--- config.mk ---
export PLATFORM = sky130hd
export DESIGN_NAME = burst_write_rx
export DESIGN_NICKNAME = d
export VERILOG_FILES = /design/src/rtl/bwr_pkg.sv /design/src/rtl/bwr_ctrl.sv /design/src/rtl/bwr_datapath.sv /design/src/rtl/burst_write_rx.sv
export SDC_FILE = /design/constraint.sdc
export NUM_CORES = 1
export LEC_CHECK = 0
export ABC_AREA = 1
export BUFFER_PORTS_ARGS = -buffer_cell sky130_fd_sc_hd__buf_4
export CAP_MARGIN = 20
export CORE_UTILIZATION = 62
export DETAILED_ROUTE_END_ITERATION = 8
export HOLD_SLACK_MARGIN = 0.12
export PLACE_DENSITY = 0.82
export SLEW_MARGIN = 5
export SYNTH_ARGS = -nofsm -noshare
export SYNTH_HDL_FRONTEND = slang
export SYNTH_HIERARCHICAL = 1
export SYNTH_SLANG_ARGS = --single-unit
--- constraint.sdc ---
create_clock -name clk -period 4.9 [get_ports clk]
set_input_delay 0.735 -clock clk [delete_from_list [all_inputs] [get_ports clk]]
set_output_delay 0.735 -clock clk [all_outputs]
set_load 0.02 [all_outputs]
--- src/rtl/bwr_pkg.sv ---
package bwr_pkg;

  localparam int CMD_LEN = 53;
  localparam int ADDR_W  = 32;
  localparam int DATA_W  = 32;
  localparam int LEN_W   = 16;
  localparam int OPC_W   = 4;
  localparam int CRC_W   = 32;
  localparam logic [CRC_W-1:0] CRC_POLY = 32'hEDB88320;

  typedef enum logic [2:0] {
    ST_CMD,
    ST_SEEK,
    ST_DATA,
    ST_CHK,
    ST_REPORT
  } rxState_e;

  // strobes from control to datapath, one cycle each
  typedef struct packed {
    logic cmdShift;
    logic cmdTake;
    logic dataBit;
    logic wordDone;
    logic chkBit;
  } rxStrobe_t;

endpackage

--- src/rtl/bwr_ctrl.sv ---
module bwr_ctrl
  import bwr_pkg::*;
#(
  parameter int MAX_WORDS = 4096
) (
  input  logic             clk,
  input  logic             rstN,
  input  logic             bitValid,
  input  logic             bitIn,
  input  logic             cmdMark,
  input  logic [OPC_W-1:0] cmdOpc,
  input  logic [LEN_W-1:0] cmdLen,
  output rxStrobe_t        stb,
  output logic [1:0]       sizeCode,
  output logic             matchValid
);

  localparam int CNT_W = $clog2(CMD_LEN);
  localparam int WL_W  = $clog2(MAX_WORDS + 1);
  localparam logic [LEN_W-1:0] MAX_LEN = LEN_W'(MAX_WORDS);

  rxState_e         state;
  logic [CNT_W-1:0] cmdCnt;
  logic [4:0]       bitCnt;
  logic [4:0]       chkCnt;
  logic [WL_W-1:0]  wordsLeft;
  logic [4:0]       wordBitsM1;
  logic             cmdOk;
  logic             cmdLast;

  assign cmdOk = !cmdMark && (cmdOpc inside {4'd1, 4'd2, 4'd3}) &&
                 (cmdLen != '0) && (cmdLen <= MAX_LEN);
  assign cmdLast = (cmdCnt == CNT_W'(CMD_LEN - 1));

  always_comb begin
    case (sizeCode)
      2'd0:    wordBitsM1 = 5'd7;
      2'd1:    wordBitsM1 = 5'd15;
      default: wordBitsM1 = 5'd31;
    endcase
  end

  always_comb begin
    stb = '0;
    case (state)
      ST_CMD: begin
        stb.cmdShift = bitValid;
        stb.cmdTake  = bitValid && cmdLast && cmdOk;
      end
      ST_DATA: begin
        stb.dataBit  = bitValid;
        stb.wordDone = bitValid && (bitCnt == wordBitsM1);
      end
      ST_CHK:  stb.chkBit = bitValid;
      default: ;
    endcase
  end

  always_ff @(posedge clk or negedge rstN) begin
    if (!rstN) begin
      state     <= ST_CMD;
      cmdCnt    <= '0;
      bitCnt    <= '0;
      chkCnt    <= '0;
      wordsLeft <= '0;
      sizeCode  <= 2'd2;
    end else if (bitValid) begin
      case (state)
        ST_CMD: begin
          if (cmdLast) begin
            cmdCnt <= '0;
            if (cmdOk) begin
              state     <= ST_SEEK;
              wordsLeft <= cmdLen[WL_W-1:0];
              sizeCode  <= cmdOpc[1:0] - 2'd1;
            end
          end else begin
            cmdCnt <= cmdCnt + 1'b1;
          end
        end
        ST_SEEK: begin
          if (bitIn) begin
            state  <= ST_DATA;
            bitCnt <= '0;
          end
        end
        ST_DATA: begin
          if (bitCnt == wordBitsM1) begin
            bitCnt    <= '0;
            wordsLeft <= wordsLeft - 1'b1;
            if (wordsLeft == WL_W'(1)) begin
              state  <= ST_CHK;
              chkCnt <= '0;
            end
          end else begin
            bitCnt <= bitCnt + 1'b1;
          end
        end
        ST_CHK: begin
          if (chkCnt == 5'd31) state <= ST_REPORT;
          else                 chkCnt <= chkCnt + 1'b1;
        end
        ST_REPORT: begin
          state  <= ST_CMD;
          cmdCnt <= '0;
        end
        default: state <= ST_CMD;
      endcase
    end
  end

  assign matchValid = (state == ST_REPORT);


  seek_hold_chk: assert property (@(posedge clk) disable iff (!rstN)
    (state == ST_SEEK && (!bitValid || !bitIn)) |=> state == ST_SEEK);


  words_done_chk: assert property (@(posedge clk) disable iff (!rstN)
    (state == ST_CHK || state == ST_REPORT) |-> wordsLeft == '0);


  idle_stable_chk: assert property (@(posedge clk) disable iff (!rstN)
    !bitValid |=> $stable(state));

endmodule

--- src/rtl/bwr_datapath.sv ---
module bwr_datapath
  import bwr_pkg::*;
(
  input  logic              clk,
  input  logic              rstN,
  input  logic              bitIn,
  input  rxStrobe_t         stb,
  input  logic [1:0]        sizeCode,
  input  logic              wrAck,
  input  logic              wrErr,
  output logic              cmdMark,
  output logic [OPC_W-1:0]  cmdOpc,
  output logic [LEN_W-1:0]  cmdLen,
  output logic              crcMatch,
  output logic              wrReq,
  output logic [ADDR_W-1:0] wrAddr,
  output logic [DATA_W-1:0] wrData,
  output logic              errFlag,
  output logic [ADDR_W-1:0] errAddr
);

  logic [CMD_LEN-2:0] cmdSr;
  logic [CMD_LEN-1:0] cmdNext;
  logic [DATA_W-2:0]  wordSr;
  logic [DATA_W-1:0]  wordNext;
  logic [DATA_W-1:0]  aligned;
  logic [CRC_W-1:0]   crcCalc;
  logic [CRC_W-1:0]   crcStep;
  logic [CRC_W-1:0]   crcRx;
  logic [ADDR_W-1:0]  addrNext;
  logic [ADDR_W-1:0]  addrStep;
  logic               feedback;

  assign cmdNext = {bitIn, cmdSr};
  assign cmdMark = cmdNext[52];
  assign cmdOpc  = cmdNext[51:48];
  assign cmdLen  = cmdNext[15:0];

  assign wordNext = {bitIn, wordSr};

  always_comb begin
    case (sizeCode)
      2'd0: begin
        aligned  = {24'b0, wordNext[31:24]};
        addrStep = ADDR_W'(1);
      end
      2'd1: begin
        aligned  = {16'b0, wordNext[31:16]};
        addrStep = ADDR_W'(2);
      end
      default: begin
        aligned  = wordNext;
        addrStep = ADDR_W'(4);
      end
    endcase
  end

  assign feedback = bitIn ^ crcCalc[0];
  assign crcStep  = {1'b0, crcCalc[CRC_W-1:1]} ^ (feedback ? CRC_POLY : '0);
  assign crcMatch = (crcRx == crcCalc);

  always_ff @(posedge clk or negedge rstN) begin
    if (!rstN) begin
      cmdSr    <= '0;
      wordSr   <= '0;
      crcCalc  <= '1;
      crcRx    <= '0;
      addrNext <= '0;
      wrReq    <= 1'b0;
      wrAddr   <= '0;
      wrData   <= '0;
      errFlag  <= 1'b0;
      errAddr  <= '0;
    end else begin
      if (stb.cmdShift) cmdSr <= cmdNext[CMD_LEN-1:1];
      if (stb.cmdTake) begin
        addrNext <= cmdNext[47:16];
        crcCalc  <= '1;
        errFlag  <= 1'b0;
      end
      if (stb.dataBit) begin
        wordSr  <= wordNext[DATA_W-1:1];
        crcCalc <= crcStep;
      end
      if (stb.chkBit) crcRx <= {bitIn, crcRx[CRC_W-1:1]};
      if (wrReq && wrAck && wrErr) begin
        errFlag <= 1'b1;
        errAddr <= wrAddr;
      end
      if (stb.wordDone) begin
        wrReq    <= 1'b1;
        wrAddr   <= addrNext;
        wrData   <= aligned;
        addrNext <= addrNext + addrStep;
      end else if (wrReq && wrAck) begin
        wrReq <= 1'b0;
      end
    end
  end


  req_hold_chk: assert property (@(posedge clk) disable iff (!rstN)
    (wrReq && !wrAck) |=> (wrReq && $stable(wrAddr) && $stable(wrData)));


  no_overrun_chk: assert property (@(posedge clk) disable iff (!rstN)
    stb.wordDone |-> !(wrReq && !wrAck));


  err_capture_chk: assert property (@(posedge clk) disable iff (!rstN)
    (wrReq && wrAck && wrErr && !stb.cmdTake) |=> (errFlag && errAddr == $past(wrAddr)));


  byte_lane_chk: assert property (@(posedge clk) disable iff (!rstN)
    (wrReq && sizeCode == 2'd0) |-> wrData[31:8] == '0);

endmodule

--- src/rtl/burst_write_rx.sv ---
module burst_write_rx
  import bwr_pkg::*;
#(
  parameter int MAX_WORDS = 4096
) (
  input  logic        clk,
  input  logic        rstN,
  input  logic        bitValid,
  input  logic        bitIn,
  output logic        matchValid,
  output logic        matchBit,
  output logic        wrReq,
  output logic [31:0] wrAddr,
  output logic [31:0] wrData,
  output logic [1:0]  wrSize,
  input  logic        wrAck,
  input  logic        wrErr,
  output logic        errFlag,
  output logic [31:0] errAddr
);

  rxStrobe_t        stb;
  logic             cmdMark;
  logic [OPC_W-1:0] cmdOpc;
  logic [LEN_W-1:0] cmdLen;
  logic [1:0]       sizeCode;
  logic             crcMatch;

  bwr_ctrl #(.MAX_WORDS(MAX_WORDS)) ctrl_i (
    .clk        (clk),
    .rstN       (rstN),
    .bitValid   (bitValid),
    .bitIn      (bitIn),
    .cmdMark    (cmdMark),
    .cmdOpc     (cmdOpc),
    .cmdLen     (cmdLen),
    .stb        (stb),
    .sizeCode   (sizeCode),
    .matchValid (matchValid)
  );

  bwr_datapath dp_i (
    .clk      (clk),
    .rstN     (rstN),
    .bitIn    (bitIn),
    .stb      (stb),
    .sizeCode (sizeCode),
    .wrAck    (wrAck),
    .wrErr    (wrErr),
    .cmdMark  (cmdMark),
    .cmdOpc   (cmdOpc),
    .cmdLen   (cmdLen),
    .crcMatch (crcMatch),
    .wrReq    (wrReq),
    .wrAddr   (wrAddr),
    .wrData   (wrData),
    .errFlag  (errFlag),
    .errAddr  (errAddr)
  );

  assign wrSize   = sizeCode;
  assign matchBit = matchValid & crcMatch;


  verdict_clear_chk: assert property (@(posedge clk) disable iff (!rstN)
    (matchValid && bitValid) |=> !matchValid);

endmodule

==> results of run 1 <==
## layout make-up
class | count | area [um2]
sequential | 311 | 7820
fill | 1741 | 6680
multi-input combinational | 1184 | 5780
clock buffer | 48 | 965
timing repair buffer | 118 | 931
inverter | 219 | 825
tap | 319 | 399
clock inverter | 13 | 136
## through the flow
stage	cells	total power [uW]	cell area, um2	hold slack [ns]	utilization (%)
final	2212	5690	16900	0.211	71.6
after global routing	2212	5910	16900	0.260	71.6
after CTS	2210	5740	16800	0.239	71.4
after detailed placement	2149	3220	15700	0.462	66.8
after global placement	2149	3200	15700	0.454	66.8
after floorplan	1809	3080	14900	0.439	-
## cells in the final DEF, fill, tap and decap left out, drive strengths merged, types with 13 or more instances in the layout
cell    instances
a21oi          77
buf           118
clkbuf         48
dfrtp         278
dfstp          33
ha             13
inv           221
nand2         468
nand3          85
nand4          21
nor2          211
o21ai         196
or2            13
xnor2          25
## worst max-delay path: cells and delay by family (launching register included)
family          cells  cell delay [ns]
flops               1             0.43
buf+inv             4             1.56
simple gates        3             0.64
compound gates      1             0.34
## layer usage
layer / wire length, um / part of all wire, % / GRT usage (%) / vias to the layer above
met5: 0 / 0 / 0 / -
met4: 618 / 1.9 / 7.67 / 0
met3: 1900 / 5.7 / 3.66 / 53
met2: 15900 / 48 / 45.2 / 398
met1: 14900 / 45 / 39.1 / 5868
li1: - / - / - / 5854
## power breakdown
| group | total, uW | leakage, uW | switching [uW] | internal (uW) |
|---|---|---|---|---|
| clock network | 2510 | 0.000545 | 1020 | 1490 |
| logic | 386 | 0.00435 | 246 | 140 |
| registers | 2800 | 0.00370 | 102 | 2690 |
| total | 5690 | 0.00859 | 1370 | 4330 |
## state kept, by name (all words and copies together) (netlist names)
register / flops
dp_i/crcRx: 32
ctrl_i/cmdCnt: 6
ctrl_i/chkCnt: 5
dp_i/wrAddr: 32
dp_i/cmdSr: 52
ctrl_i/bitCnt: 5
dp_i/wrData: 32
dp_i/errAddr: 32
ctrl_i/sizeCode: 2
dp_i/crcCalc: 32
dp_i/errFlag: 1
dp_i/addrNext: 32
dp_i/wrReq: 1
dp_i/wordSr: 31
ctrl_i/state: 3
ctrl_i/wordsLeft: 13
## kinds of logic (layout without fill, tap and decap cells)
kind of cell | count (synthesis) | after routing | synth area share (%)
AOI/OAI and AO/OA | 323 | 323 | 11.8
xor gates and xnor gates | 29 | 29 | 1.70
adders and majority gates | 14 | 14 | 1.23
buffers and inverters | 314 | 398 | 8.86
DFF | 311 | 311 | 52.5
muxes | 5 | 5 | 0.378
and+or+nand+nor | 813 | 813 | 23.5
## how the worst max path moves through the flow
stage	from	slack, ns	cells after the start	end
after floorplan	ctrl_i/sizeCode[0]	2.60	14	dp_i/addrNext[16]
after global placement	bitValid	1.95	12	dp_i/addrNext[5]
after detailed placement	bitValid	1.82	12	dp_i/addrNext[5]
after CTS	ctrl_i/state[0]	1.86	13	dp_i/addrNext[31]
after global routing	ctrl_i/state[0]	1.53	13	dp_i/addrNext[31]
final	ctrl_i/state[0]	1.84	8	dp_i/crcCalc[18]
==> run_results.csv, run 1 <==
group,metric,value,unit
logic_synthesis,syn-cell-area,14900,um2
die,row_count,56,
cts,clk_pin_slew,0.06,ns
global_routing,grt_pass1_vias,11500,
worst_hold_path,holdCritPathClass,"in -> async",
die,die_w,157,um
sta,finalCriticalPeriod,3.06,ns
routing,drtIter0Drc,1119,
logic_synthesis,synth_cell_types,48,
sta,max_freq,327,MHz
critical_path,rrSetupSlack,1.84,ns
logic_synthesis,synth_area_leaders,"dfrtp_1 47%, nand2_1 11%, o21ai_0 6.3%",
cts,postCtsHoldBufs,0,
routing,ant_nets,0,
critical_path,crit_chain,"nor2_2 -> nand2_2 -> inv_4 -> nand2_1 -> inv_2 -> buf_4 -> inv_1 -> o22a_1",
routing,drc,0,
sta,finalHoldViolations,0,
place,dp_hpwl,21800,um
critical_path,r2r_cells,8,
cts,post_cts_buffers,0,
critical_path,crit_path_end_kind,"flop",
critical_path,r2r-end,"dp_i/crcCalc[18]",
logic_synthesis,synth-edff-count,0,
global_routing,grt-ovfl-total,0,
layout,area_delta_synth_final,13.1,%
cts,cts-root-buf,"clkbuf_16",
run,cap_violations,0,
critical_path,r2r-start,"ctrl_i/state[0]",
routing,wl_per_cell,15.1,um
sta,rsz0062_at_grt,"no",
power_and_ir_drop,vdd_drop_max,0.258,mV
sta,drv_slew,0,
critical_path,crit_required,5.33,ns
place,io_buffers,107,
cts,postCtsResizedCells,0,
sta,skew,0.0195,ns
layout,layout.nets,1888,
sta,setup_viol,0,
critical_path,critPathKind,"reg -> reg",
logic_synthesis,ys_warn_count,6,
die,pin_count,108,
die,coreArea,23500,um2
die,die_h,157,um
run_status,status,"complete, no violations",
logic_synthesis,syn_area_per_cell,8.24,um2
cts,clk_latency,0.52,ns
die,initial_core_util,63.3,%
logic_synthesis,yosys_most_used_dff,"dfrtp_1",
sta,worst_pin_slew,0.893,ns
sta,setup_slack,1.84,ns
power_and_ir_drop,p_per_area,338,nW/um2
cts,cts.path.max_buffers,3,
critical_path,cpPeakStageDelay,0.49,ns
global_routing,grt_pass1_wl,55200,um
routing,postRouteWirelength,33300,um
place,place_ws,1.82,ns
layout,drive_gt1_share,14.9,%
routing,dr.pass1.iters,7,
logic_synthesis,synth_top_area_cell,"dfrtp_1",
cts,cts_buffers,34,
sta,slew_headroom,40.5,%
sta,finalCritPeriodShare,62.5,%
critical_path,startpoint_type,"flop",
die,die_area,24700,um2
global_routing,antenna_found_initial,0,
routing,viasPerCell,5.50,
logic_synthesis,ys_seq_elements,311,
cts,clock-sinks,311,
logic_synthesis,postSynthCellCount,1809,
critical_path,cp_slowest_cell,"buf_4",
sta,tns,0,ns
cts,cts_max_level,2,
global_routing,grtUsageTotal,27.7,%
layout,antenna-diode-count,0,
cts,tritoncts,"yes",
global_routing,grt_max_degree,114,
logic_synthesis,netlist.area_leader.share,46.7,%
logic_synthesis,synthesis.nets,1829,
power_and_ir_drop,power_leakage,0.00859,uW
routing,vias,12200,
critical_path,path_max_fanout,55,
logic_synthesis,synthTopCellsByCount,"450 x nand2_1, 278 x dfrtp_1, 207 x inv_1",
logic_synthesis,yosysMostFrequentCell,"nand2_1",
logic_synthesis,async_flop_share,100,%
place,place_congestion,0.891,
critical_path,cp.arrival,3.50,ns
logic_synthesis,yosysSeqAreaShare,52.5,%
No activity file was read; power rests on OpenSTA's default activity.
==> run 2: changes to the inputs <==
Settings changed: ABC_AREA 1 to 0, CORE_UTILIZATION 62 to 55, PLACE_DENSITY 0.82 to 0.77.
Clock period 4.9 ns to 2.5 ns, I/O delays scaled along.
==> run 2 against run 1 <==
  * The flow now finishes with violations (negative setup slack)
  * Clock power grew 100%
  * Clock skew shrank 0.0040 ns
  * Sequential power grew 100%
  * Non-clock buffer count grew 39
  * Combinational power grew 120%
  * Critical endpoint is now matchBit
  * Highest routed layer unchanged
==> run_results.csv, run 2 <==
group,metric,value,unit
run_status,status,"finished with violations",
run_status,violations,"negative setup slack",
sta,drv_slew,0,
layout,final_cell_mix,"277 x dfrtp_1, 178 x mux2_2, 142 x buf_4, 103 x o21ai_0, 96 x nand2_1",
routing,wl_per_cell,18.0,um
critical_path,crit_path_start,"dp_i/crcCalc[19]",
sta,setup_viol,1,
sta,setup_slack,-0.0494,ns
worst_hold_path,min_to,"dp_i/cmdSr[51]",
worst_hold_path,worstHoldStart,"bitIn",
cts,cts-root-buf,"clkbuf_16",
place,place_congestion,0.885,
critical_path,critPathKind,"reg -> out",
layout,area_delta_synth_final,17.8,%
routing,drc,0,
logic_synthesis,synth_cell_types,77,
run,cap_violations,0,
critical_path,path_max_fanout,3,
logic_synthesis,synth_top_area_cell,"dfrtp_1",
sta,holdWs,0.353,ns
logic_synthesis,yosysSeqAreaShare,54.3,%
logic_synthesis,postSynthCellCount,1262,
critical_path,cp.arrival,2.17,ns
layout,layout.nets,1386,
global_routing,grtUsageTotal,23.7,%
logic_synthesis,synth-edff-count,0,
logic_synthesis,yosys_most_used_dff,"dfrtp_1",
sta,finalCritPeriodShare,102,%
layout,drive_gt1_share,34.1,%
layout,regArea,7830,um2
routing,viasPerCell,5.77,
logic_synthesis,yosysMostFrequentCell,"dfrtp_1",
logic_synthesis,synth_area_leaders,"dfrtp_1 48%, mux2_2 14%, dfstp_2 6.0%",
die,coreArea,25400,um2
cts,tritoncts,"yes",
global_routing,antenna_found_initial,0,
sta,max_freq,392,MHz
sta,rsz0062_at_grt,"yes",
logic_synthesis,ys_seq_elements,311,
die,die_w,164,um
sta,skew,0.0155,ns
global_routing,grt_max_degree,77,
critical_path,rrSetupSlack,0.07,ns
layout,utilization,66.8,%
critical_path,crit_required,2.12,ns
place,dp_hpwl,20700,um
cts,cts_buffers,34,
routing,drtIter0Drc,764,
global_routing,grt_pass1_wl,51100,um
cts,clk_pin_slew,0.06,ns
power_and_ir_drop,power,11600,uW
sta,tns,-0.0494,ns
logic_synthesis,synthTopCellsByCount,"278 x dfrtp_1, 178 x mux2_2, 103 x o21ai_0",
sta,finalCriticalPeriod,2.55,ns
layout,antenna-diode-count,0,
place,placed_cells,1651,
sta,finalHoldViolations,0,
power_and_ir_drop,vdd_drop_max,0.500,mV
cts,cts.path.max_buffers,3,
cts,clock-sinks,311,
routing,postRouteWirelength,31100,um
cts,clk_latency,0.51,ns
logic_synthesis,ys_warn_count,6,
worst_hold_path,holdCritPathClass,"in -> reg",
worst_hold_path,holdPathStages,3,
critical_path,crit_path_end_kind,"output port",
die,die_area,26800,um2
layout,multiInputGateArea,6100,um2
logic_synthesis,synthesis.nets,1282,
layout,largest_reg_flops,52,
layout,mostFrequentLayoutCell,"dfrtp_1",
place,io_buffers,107,
power_and_ir_drop,p_per_area,682,nW/um2
routing,vias,9937,
cts,cts_max_level,2,
logic_synthesis,syn-cell-area,14400,um2
die,pin_count,108,
critical_path,r2r-start,"ctrl_i/sizeCode[1]",
logic_synthesis,async_flop_share,100,%
routing,ant_nets,0,
logic_synthesis,syn_area_per_cell,11.4,um2
critical_path,startpoint_type,"flop",
layout,fin_cells,1722,
critical_path,r2r_cells,9,
sta,worst_pin_slew,0.919,ns
routing,dr.pass1.iters,5,
layout,largest-register,"dp_i/cmdSr",
layout,fillCellCount,1878,
die,initial_core_util,56.7,%
sta,slew_headroom,38.7,%
logic_synthesis,netlist.area_leader.share,48.3,%
die,die_h,164,um
critical_path,r2r-end,"dp_i/addrNext[24]",
power_and_ir_drop,power_leakage,0.00827,uW
die,row_count,58,
global_routing,grt-ovfl-total,0,
global_routing,grt_pass1_vias,9936,
[run 2: cell types whose count changed after synthesis, moves of 14 or more]
cell,before,now
nand2_1,450,96
mux2_2,5,178
inv_1,207,45
nor2_1,188,70
o21ai_0,189,103
xor2_1,4,45
a21oi_1,73,35
nand3_1,80,46
nor3_1,10,35
buf_2,24,5
mux2i_1,0,17
nand2_2,14,0
[run 2: through the flow]
step,area (um2),setup slack [ns]
3_3_place_gp,15700,0.0806
5_1_grt,17000,-0.165
2_1_floorplan,14500,-0.215
6_report,17000,-0.0494
3_5_place_dp,15700,0.0175
4_1_cts,16900,-0.00595
[run 2: worst max-delay path by stage]
stage | to | slack, ns | cells after the start
finish | matchBit | -0.05 | 6
global route | matchBit | -0.17 | 6
CTS | matchBit | -0.006 | 6
detailed placement | dp_i/addrNext[15] | 0.02 | 9
global placement | dp_i/addrNext[15] | 0.08 | 9
floorplan | dp_i/addrNext[24] | -0.22 | 12
[run 2: final cells by class]
cell class	count	area share, %
Clock buffer	49	5.82
Multi-Input combinational cell	816	35.9
Sequential cell	311	46.1
Tap cell	330	2.43
Clock inverter	13	0.988
Inverter	46	1.02
Timing Repair Buffer	157	7.71
[run 2: where the power goes]
part	internal (uW)	leakage, uW	switching (uW)
clock network	3080	0.000564	1980
registers	5350	0.00400	303
logic	420	0.00370	439
[run 2: kinds of logic after synthesis]
kind of cell / count (synthesis) / synth area share [%]
flip-flops: 311 / 54.3
buffers and inverters: 135 / 4.21
adder cells (fa/ha/maj): 14 / 1.27
AO/OA/AOI/OAI: 204 / 8.97
AND/OR/NAND/NOR: 333 / 11.5
multiplexers: 205 / 16.1
XOR/XNOR: 60 / 3.65
[run 2: critical path, cell delays in order, from the launching register on]
cell	delay, ns
dfstp_2	0.56
xor2_1	0.09
nor4_2	0.33
nand4_1	0.18
nor2_4	0.22
and2_4	0.17
buf_6	0.11
[run 2: metal layers]
layer | up-vias | share of wire, % | global-route usage, %
met5 | - | 0 | 0
met4 | 0 | 1.7 | 6.52
met3 | 46 | 5.4 | 4.09
met2 | 270 | 49 | 38.4
met1 | 4984 | 44 | 33.1
li1 | 4637 | - | -
[run 2: timing repair]
| item | 4_1_cts | 5_1_grt |
|---|---|---|
| hold buffers | 3 | 0 |
| endpoints found under the setup margin | 1 | 46 |
| pin swaps | 3 | 8 |
| resized for setup | 7 | 13 |
| endpoints found under the hold margin | 43 | 0 |
| buffers inserted | 2 | 4 |
